<file path="config.mk">
export PLATFORM = sky130hd
export DESIGN_NAME = sync_video_timer
export DESIGN_NICKNAME = d
export VERILOG_FILES = /design/src/rtl/svt_pkg.sv /design/src/rtl/svt_regfile.sv /design/src/rtl/svt_axis_cnt.sv /design/src/rtl/svt_span.sv /design/src/rtl/sync_video_timer.sv
export SDC_FILE = /design/constraint.sdc
export NUM_CORES = 1
export LEC_CHECK = 0
export ABC_CLOCK_PERIOD_IN_PS = 3300
export BUFFER_PORTS_ARGS = -buffer_cell sky130_fd_sc_hd__buf_2
export CAP_MARGIN = 40
export CORE_ASPECT_RATIO = 0.6
export CORE_MARGIN = 5
export CORE_UTILIZATION = 57
export CTS_CLUSTER_DIAMETER = 60
export CTS_CLUSTER_SIZE = 12
export DETAILED_ROUTE_END_ITERATION = 10
export PLACE_DENSITY = 0.84
export SETUP_SLACK_MARGIN = 0.4
export SLEW_MARGIN = 10
export SYNTH_ARGS = -nofsm -noshare
export SYNTH_HDL_FRONTEND = slang
export SYNTH_SLANG_ARGS = --single-unit
</file>
<file path="constraint.sdc">
create_clock -name clk_i -period 3.3 [get_ports clk_i]
set_input_delay 0 -clock clk_i [delete_from_list [all_inputs] [get_ports clk_i]]
set_output_delay 0 -clock clk_i [all_outputs]
set_load 0.02 [all_outputs]
</file>
<file path="src/rtl/svt_pkg.sv">
package svt_pkg;

    parameter int H_W    = 12;
    parameter int V_W    = 12;
    parameter int DATA_W = 32;
    parameter int ADDR_W = 4;

    localparam int CTL_EN_BIT   = 12;
    localparam int CTL_HINV_BIT = 16;
    localparam int CTL_VINV_BIT = 18;
    localparam int H_TOTAL_ADD  = 8;

    typedef enum logic [ADDR_W-1:0] {
        RA_H_CYC  = 4'd0,  RA_H_SYNC = 4'd1,  RA_H_BST  = 4'd2,  RA_H_DST  = 4'd3,
        RA_H_DEND = 4'd4,  RA_H_BEND = 4'd5,  RA_H_CUR  = 4'd6,  RA_CTL    = 4'd7,
        RA_V_CYC  = 4'd8,  RA_V_SYNC = 4'd9,  RA_V_BST  = 4'd10, RA_V_DST  = 4'd11,
        RA_V_DEND = 4'd12, RA_V_BEND = 4'd13, RA_V_CST  = 4'd14, RA_V_CEND = 4'd15
    } reg_addr_e;

    typedef struct packed {
        logic [H_W-1:0] cyc;
        logic [H_W-1:0] sync;
        logic [H_W-1:0] bst;
        logic [H_W-1:0] dst;
        logic [H_W-1:0] dend;
        logic [H_W-1:0] bend;
        logic [H_W-1:0] cur;
    } h_tim_t;

    typedef struct packed {
        logic [V_W-1:0] cyc;
        logic [V_W-1:0] sync;
        logic [V_W-1:0] bst;
        logic [V_W-1:0] dst;
        logic [V_W-1:0] dend;
        logic [V_W-1:0] bend;
        logic [V_W-1:0] cst;
        logic [V_W-1:0] cend;
    } v_tim_t;

    typedef struct packed {
        logic en;
        logic hinv;
        logic vinv;
    } ctl_t;

    localparam h_tim_t H_DEFAULT = '{cyc: H_W'(24), sync: H_W'(4), bst: H_W'(2),
                                     dst: H_W'(6), dend: H_W'(26), bend: H_W'(30),
                                     cur: H_W'(10)};
    localparam v_tim_t V_DEFAULT = '{cyc: V_W'(9), sync: V_W'(1), bst: V_W'(1),
                                     dst: V_W'(2), dend: V_W'(8), bend: V_W'(9),
                                     cst: V_W'(3), cend: V_W'(5)};
    localparam ctl_t CTL_DEFAULT = '{en: 1'b1, hinv: 1'b0, vinv: 1'b0};

    function automatic logic [H_W:0] line_total(input h_tim_t t);
        return {1'b0, t.cyc} + (H_W+1)'(H_TOTAL_ADD);
    endfunction

    function automatic logic [V_W:0] frame_total(input v_tim_t t);
        return {1'b0, t.cyc} + (V_W+1)'(1);
    endfunction

    function automatic logic [H_W-1:0] even_only(input logic [DATA_W-1:0] d);
        return d[H_W-1:0] & ~H_W'(1);
    endfunction

endpackage

</file>
<file path="src/rtl/svt_regfile.sv">
module svt_regfile
    import svt_pkg::*;
(
    input  logic              clk_i,
    input  logic              rst_i,
    input  logic              wr_en_i,
    input  logic [ADDR_W-1:0] wr_addr_i,
    input  logic [DATA_W-1:0] wr_data_i,
    input  logic              frame_end_i,
    output h_tim_t            act_h_o,
    output v_tim_t            act_v_o,
    output ctl_t              ctl_o
);

    h_tim_t pend_h;
    v_tim_t pend_v;

    always_ff @(posedge clk_i) begin
        if (rst_i) begin
            pend_h  <= H_DEFAULT;
            pend_v  <= V_DEFAULT;
            act_h_o <= H_DEFAULT;
            act_v_o <= V_DEFAULT;
            ctl_o   <= CTL_DEFAULT;
        end else begin
            if (frame_end_i) begin
                act_h_o <= pend_h;
                act_v_o <= pend_v;
            end
            if (wr_en_i) begin
                case (reg_addr_e'(wr_addr_i))
                    RA_H_CYC:  pend_h.cyc  <= wr_data_i[H_W-1:0] & ~H_W'(3);
                    RA_H_SYNC: pend_h.sync <= even_only(wr_data_i);
                    RA_H_BST:  pend_h.bst  <= even_only(wr_data_i);
                    RA_H_DST:  pend_h.dst  <= even_only(wr_data_i);
                    RA_H_DEND: pend_h.dend <= even_only(wr_data_i);
                    RA_H_BEND: pend_h.bend <= even_only(wr_data_i);
                    RA_H_CUR:  pend_h.cur  <= wr_data_i[H_W-1:0];
                    RA_CTL:    ctl_o <= '{en:   wr_data_i[CTL_EN_BIT],
                                          hinv: wr_data_i[CTL_HINV_BIT],
                                          vinv: wr_data_i[CTL_VINV_BIT]};
                    RA_V_CYC:  pend_v.cyc  <= wr_data_i[V_W-1:0];
                    RA_V_SYNC: pend_v.sync <= wr_data_i[V_W-1:0];
                    RA_V_BST:  pend_v.bst  <= wr_data_i[V_W-1:0];
                    RA_V_DST:  pend_v.dst  <= wr_data_i[V_W-1:0];
                    RA_V_DEND: pend_v.dend <= wr_data_i[V_W-1:0];
                    RA_V_BEND: pend_v.bend <= wr_data_i[V_W-1:0];
                    RA_V_CST:  pend_v.cst  <= wr_data_i[V_W-1:0];
                    RA_V_CEND: pend_v.cend <= wr_data_i[V_W-1:0];
                    default: ;
                endcase
            end
        end
    end

endmodule

</file>
<file path="src/rtl/svt_axis_cnt.sv">
module svt_axis_cnt #(
    parameter int W = 12
) (
    input  logic         clk_i,
    input  logic         rst_i,
    input  logic         step_i,
    input  logic [W:0]   total_i,
    output logic [W-1:0] cnt_o,
    output logic         last_o
);

    assign last_o = ({1'b0, cnt_o} == (total_i - (W+1)'(1)));

    always_ff @(posedge clk_i) begin
        if (rst_i) begin
            cnt_o <= '0;
        end else if (step_i) begin
            cnt_o <= last_o ? '0 : cnt_o + W'(1);
        end
    end

endmodule

</file>
<file path="src/rtl/svt_span.sv">
module svt_span #(
    parameter int W = 12
) (
    input  logic [W-1:0] cnt_i,
    input  logic [W-1:0] lo_i,
    input  logic [W:0]   hi_i,
    output logic         in_o
);

    assign in_o = (cnt_i >= lo_i) && ({1'b0, cnt_i} < hi_i);

endmodule

</file>
<file path="src/rtl/sync_video_timer.sv">
module sync_video_timer
    import svt_pkg::*;
#(
    parameter int CURSOR_W = 8
) (
    input  logic              clk_i,
    input  logic              rst_i,
    input  logic              wr_en_i,
    input  logic [ADDR_W-1:0] wr_addr_i,
    input  logic [DATA_W-1:0] wr_data_i,
    output logic              hsync_o,
    output logic              vsync_o,
    output logic              border_o,
    output logic              display_o,
    output logic              cursor_o
);

    localparam int N_WIN = 3;

    h_tim_t         act_h;
    v_tim_t         act_v;
    ctl_t           ctl_q;
    logic [H_W-1:0] hcnt;
    logic [V_W-1:0] vcnt;
    logic           h_last;
    logic           v_last;
    logic           frame_end;
    logic           ctl_en;
    logic           ctl_hinv;
    logic           ctl_vinv;

    assign frame_end = h_last & v_last;
    assign ctl_en    = ctl_q.en;
    assign ctl_hinv  = ctl_q.hinv;
    assign ctl_vinv  = ctl_q.vinv;

    svt_regfile u_regs (
        .clk_i       (clk_i),
        .rst_i       (rst_i),
        .wr_en_i     (wr_en_i),
        .wr_addr_i   (wr_addr_i),
        .wr_data_i   (wr_data_i),
        .frame_end_i (frame_end),
        .act_h_o     (act_h),
        .act_v_o     (act_v),
        .ctl_o       (ctl_q)
    );

    svt_axis_cnt #(.W(H_W)) u_hcnt (
        .clk_i   (clk_i),
        .rst_i   (rst_i),
        .step_i  (1'b1),
        .total_i (line_total(act_h)),
        .cnt_o   (hcnt),
        .last_o  (h_last)
    );

    svt_axis_cnt #(.W(V_W)) u_vcnt (
        .clk_i   (clk_i),
        .rst_i   (rst_i),
        .step_i  (h_last),
        .total_i (frame_total(act_v)),
        .cnt_o   (vcnt),
        .last_o  (v_last)
    );

    // window 0: border, 1: display, 2: cursor
    logic [H_W-1:0] h_lo [N_WIN];
    logic [H_W:0]   h_hi [N_WIN];
    logic [V_W-1:0] v_lo [N_WIN];
    logic [V_W:0]   v_hi [N_WIN];
    logic [N_WIN-1:0] h_in;
    logic [N_WIN-1:0] v_in;

    always_comb begin
        h_lo[0] = act_h.bst;  h_hi[0] = {1'b0, act_h.bend};
        h_lo[1] = act_h.dst;  h_hi[1] = {1'b0, act_h.dend};
        h_lo[2] = act_h.cur;  h_hi[2] = {1'b0, act_h.cur} + (H_W+1)'(CURSOR_W);
        v_lo[0] = act_v.bst;  v_hi[0] = {1'b0, act_v.bend};
        v_lo[1] = act_v.dst;  v_hi[1] = {1'b0, act_v.dend};
        v_lo[2] = act_v.cst;  v_hi[2] = {1'b0, act_v.cend};
    end

    for (genvar gi = 0; gi < N_WIN; gi++) begin : g_win
        svt_span #(.W(H_W)) u_hspan (
            .cnt_i (hcnt), .lo_i (h_lo[gi]), .hi_i (h_hi[gi]), .in_o (h_in[gi])
        );
        svt_span #(.W(V_W)) u_vspan (
            .cnt_i (vcnt), .lo_i (v_lo[gi]), .hi_i (v_hi[gi]), .in_o (v_in[gi])
        );
    end

    assign hsync_o   = (hcnt < act_h.sync) ^ ctl_hinv;
    assign vsync_o   = (vcnt < act_v.sync) ^ ctl_vinv;
    assign border_o  = ctl_en & h_in[0] & v_in[0];
    assign display_o = ctl_en & h_in[1] & v_in[1];
    assign cursor_o  = ctl_en & h_in[2] & v_in[2];

endmodule

</file>
==> impl_metrics.py <==
metrics = {
    "status": {
        "status": "complete, no violations",
    },
    "detailed_routing": {
        "drt_iter0_markers": 1515,
        "dr_total_vias": 14833,
        "drc_errors": 0,
        "ant_nets": 0,
        "vias_per_cell": 5.96,
        "avgRoutedWirePerCell_um": 20.0,
        "wl_mm": 49.8,
        "firstDrtPassIters": 5,
    },
    "clock_network": {
        "clock_path_buffers": 3,
        "cts.sinks": 373,
        "tritoncts": "built",
        "clockRootBuffer": "clkbuf_16",
        "clkLatencyLatePin_ns": 0.55,
        "cts_buffers": 37,
        "path_clk_slew_ns": 0.06,
        "h-tree-depth": 2,
    },
    "logic_synthesis": {
        "syn_avg_cell_area_um2": 8.76,
        "ys_top_cells_by_area": "dfxtp_1, mux2i_1, ha_1",
        "yosysTopAreaCellShare_pct": 42.1,
        "synth-seq-cells": 373,
        "synth_common_cells": "dfxtp_1, nand2_1, nor2_1",
        "yosysMostFrequentCell": "dfxtp_1",
        "synth_area_leader_cell": "dfxtp_1",
        "synth_cells": 2022,
        "async_reset_ff_share_pct": 0,
        "ys.warnings.count": 0,
        "synth-edff-count": 0,
        "syn-cell-area_mm2": 0.0177,
        "synth_cell_type_count": 58,
        "synth-seq-area-share_pct": 42.1,
        "synthesis.nets": 2218,
        "synth_flop_cell": "dfxtp_1",
    },
    "worst_setup_path": {
        "cp_max_fo": 5,
        "start_kind": "flop",
        "critPathKind": "flop to primary output",
        "arrival_ns": 3.12,
        "cp.required_ns": 3.30,
        "critical_path.endpoint_type": "primary output",
    },
    "die": {
        "die_h_um": 147,
        "rows": 50,
        "core_area_mm2": 0.0309,
        "ios": 44,
        "dieWidth_um": 238,
        "dieArea_mm2": 0.0348,
        "initial_core_util_pct": 57.3,
    },
    "power_and_ir_drop": {
        "p_leak_nw": 7.68,
        "power.density_mw_per_mm2": 442,
        "finalPower_mw": 8.83,
        "ir_worst_vdd_mv": 0.341,
    },
    "place": {
        "post-place-ws_ns": 0.294,
        "gp_congestion": 0.896,
        "hpwl_mm": 30.7,
        "port_buffers": 26,
    },
    "global_routing": {
        "first_global_vias": 14552,
        "antenna_found_initial": 2,
        "grt_max_degree": 229,
        "grt-busiest-layer": "met2",
        "grt-ovfl-total": 0,
        "grt_usage_pct": 26.9,
        "grt_use_met1_pct": 36.1,
        "met2_usage_pct": 42.0,
        "grt_pass1_wl_mm": 75.7,
        "gr-usage-met3_pct": 6.44,
    },
    "sta": {
        "worst_slack_ns": 0.184,
        "fin_setup_tns_ns": 0,
        "finalCritPeriodShare_pct": 94.4,
        "final_hold_viol_count": 0,
        "worst_pin_slew_ns": 1.12,
        "min_period_ns": 3.12,
        "slew_headroom_pct": 25.2,
        "whs_ns": 0.0386,
        "rsz0062_at_grt": "yes",
        "finalSetupViolCount": 0,
        "fin_worst_skew_ns": 0.0273,
        "fmaxAchievable_ghz": 0.321,
        "slew_violations": 0,
    },
    "final_layout": {
        "multiInputGateArea_mm2": 0.00929,
        "num-nets-final": 2263,
        "areaGrowthSynthToFinish_pct": 12.7,
        "area.sequential_mm2": 0.00750,
        "drive_gt1_share_pct": 8.89,
        "num-fill-cells": 2349,
    },
    "hold_path": {
        "min_path_type": "input pin to flop",
    },
    "run": {
        "maxCapViolCount": 0,
    },
}
## power breakdown
group          total (mW)  switching [mW]  leakage (nW)  internal, mW
clock network        3.81            1.72         0.492          2.09
logic               0.465           0.321          4.17         0.144
registers            4.56          0.0215          3.02          4.53
total                8.83            2.06          7.68          6.77
## cells by family (layout without fill, tap and decap cells)
| kind of cell | count (synthesis) | after routing | synth area share [%] |
|---|---|---|---|
| xor+xnor | 39 | 39 | 1.93 |
| other cells | 0 | 2 | 0 |
| simple gates | 694 | 694 | 16.7 |
| buf+inv | 262 | 310 | 6.36 |
| compound gates | 290 | 290 | 10.1 |
| mux | 207 | 207 | 11.7 |
| flops | 373 | 373 | 42.1 |
| fa+ha+maj | 157 | 157 | 11.1 |
## what timing repair did
action	CTS	global route
pin swaps	12	14
setup endpoints to repair	90	146
gates cloned	1	5
buffers inserted	7	10
endpoints found under the hold margin	151	0
hold buffers	15	0
resized for setup	31	37
## sequential cells by signal (all words and copies together) (netlist names)
register,count
u_hcnt.cnt_o,12
u_regs.act_h_o,77
u_regs.act_v_o,96
u_regs.ctl_o,3
u_regs.pend_h,77
u_regs.pend_v,96
u_vcnt.cnt_o,12
## final cells by class
cell class / count / share of cell area, %
clock buffers: 40 / 4.90
flip-flops and latches: 373 / 37.5
clock inverters: 2 / 0.100
multi-input cells: 1387 / 46.5
inverters: 154 / 2.92
diodes: 2 / 0.0251
repair buffers: 114 / 5.39
well taps: 416 / 2.61
## final timing paths
check                startpoint                 end  slack (ns)  cells past startpoint
min reg2reg   u_regs.pend_h[31]   u_regs.pend_h[31]        0.45                      2
max           u_regs.act_h_o[3]            cursor_o        0.18                     10
min                wr_data_i[7]   u_regs.pend_v[79]        0.04                      3
max reg2reg  u_regs.act_h_o[78]  u_regs.act_v_o[20]        0.48                     10
## worst max-delay path: stages, from the launching register on
cell and delay [ns]:
dfxtp_4 0.38, nand4_1 0.24, nor4_4 0.26, xnor2_1 0.17
ha_1 0.28, a21o_1 0.17, a21oi_2 0.13, o221ai_2 0.12
a41o_1 0.28, a2111oi_4 0.33, buf_4 0.21
## per-layer routing
layer / vias up / wire [um] / part of all wire [%]
met3: 152 / 5320 / 11
met1: 7052 / 20800 / 42
met2: 730 / 21700 / 44
li1: 6899 / - / -
met4: 0 / 1940 / 3.9
met5: - / 0 / 0
## cells in the final DEF (no fill, tap or decap), types with 18 or more instances in the layout
master     instances
ha_1             155
nand3_1           52
buf_2             22
nand2b_1          21
o211ai_1          29
nand4_1           18
inv_1            150
a21oi_1          139
mux2i_1          205
o21ai_0           37
nor2_1           226
nand2_1          310
dfxtp_1          358
nor2b_1           19
buf_4             57
clkbuf_16         43
xnor2_1           24
## metrics by stage
stage	instances	area [um2]	utilization, %
6_report	2488	20000	64.6
5_1_grt	2488	20000	64.6
4_1_cts	2469	19600	63.5
3_5_place_dp	2404	18300	59.1
3_3_place_gp	2399	18200	59.0
2_1_floorplan	2022	17700	-
(Power assumes the default switching activity.)
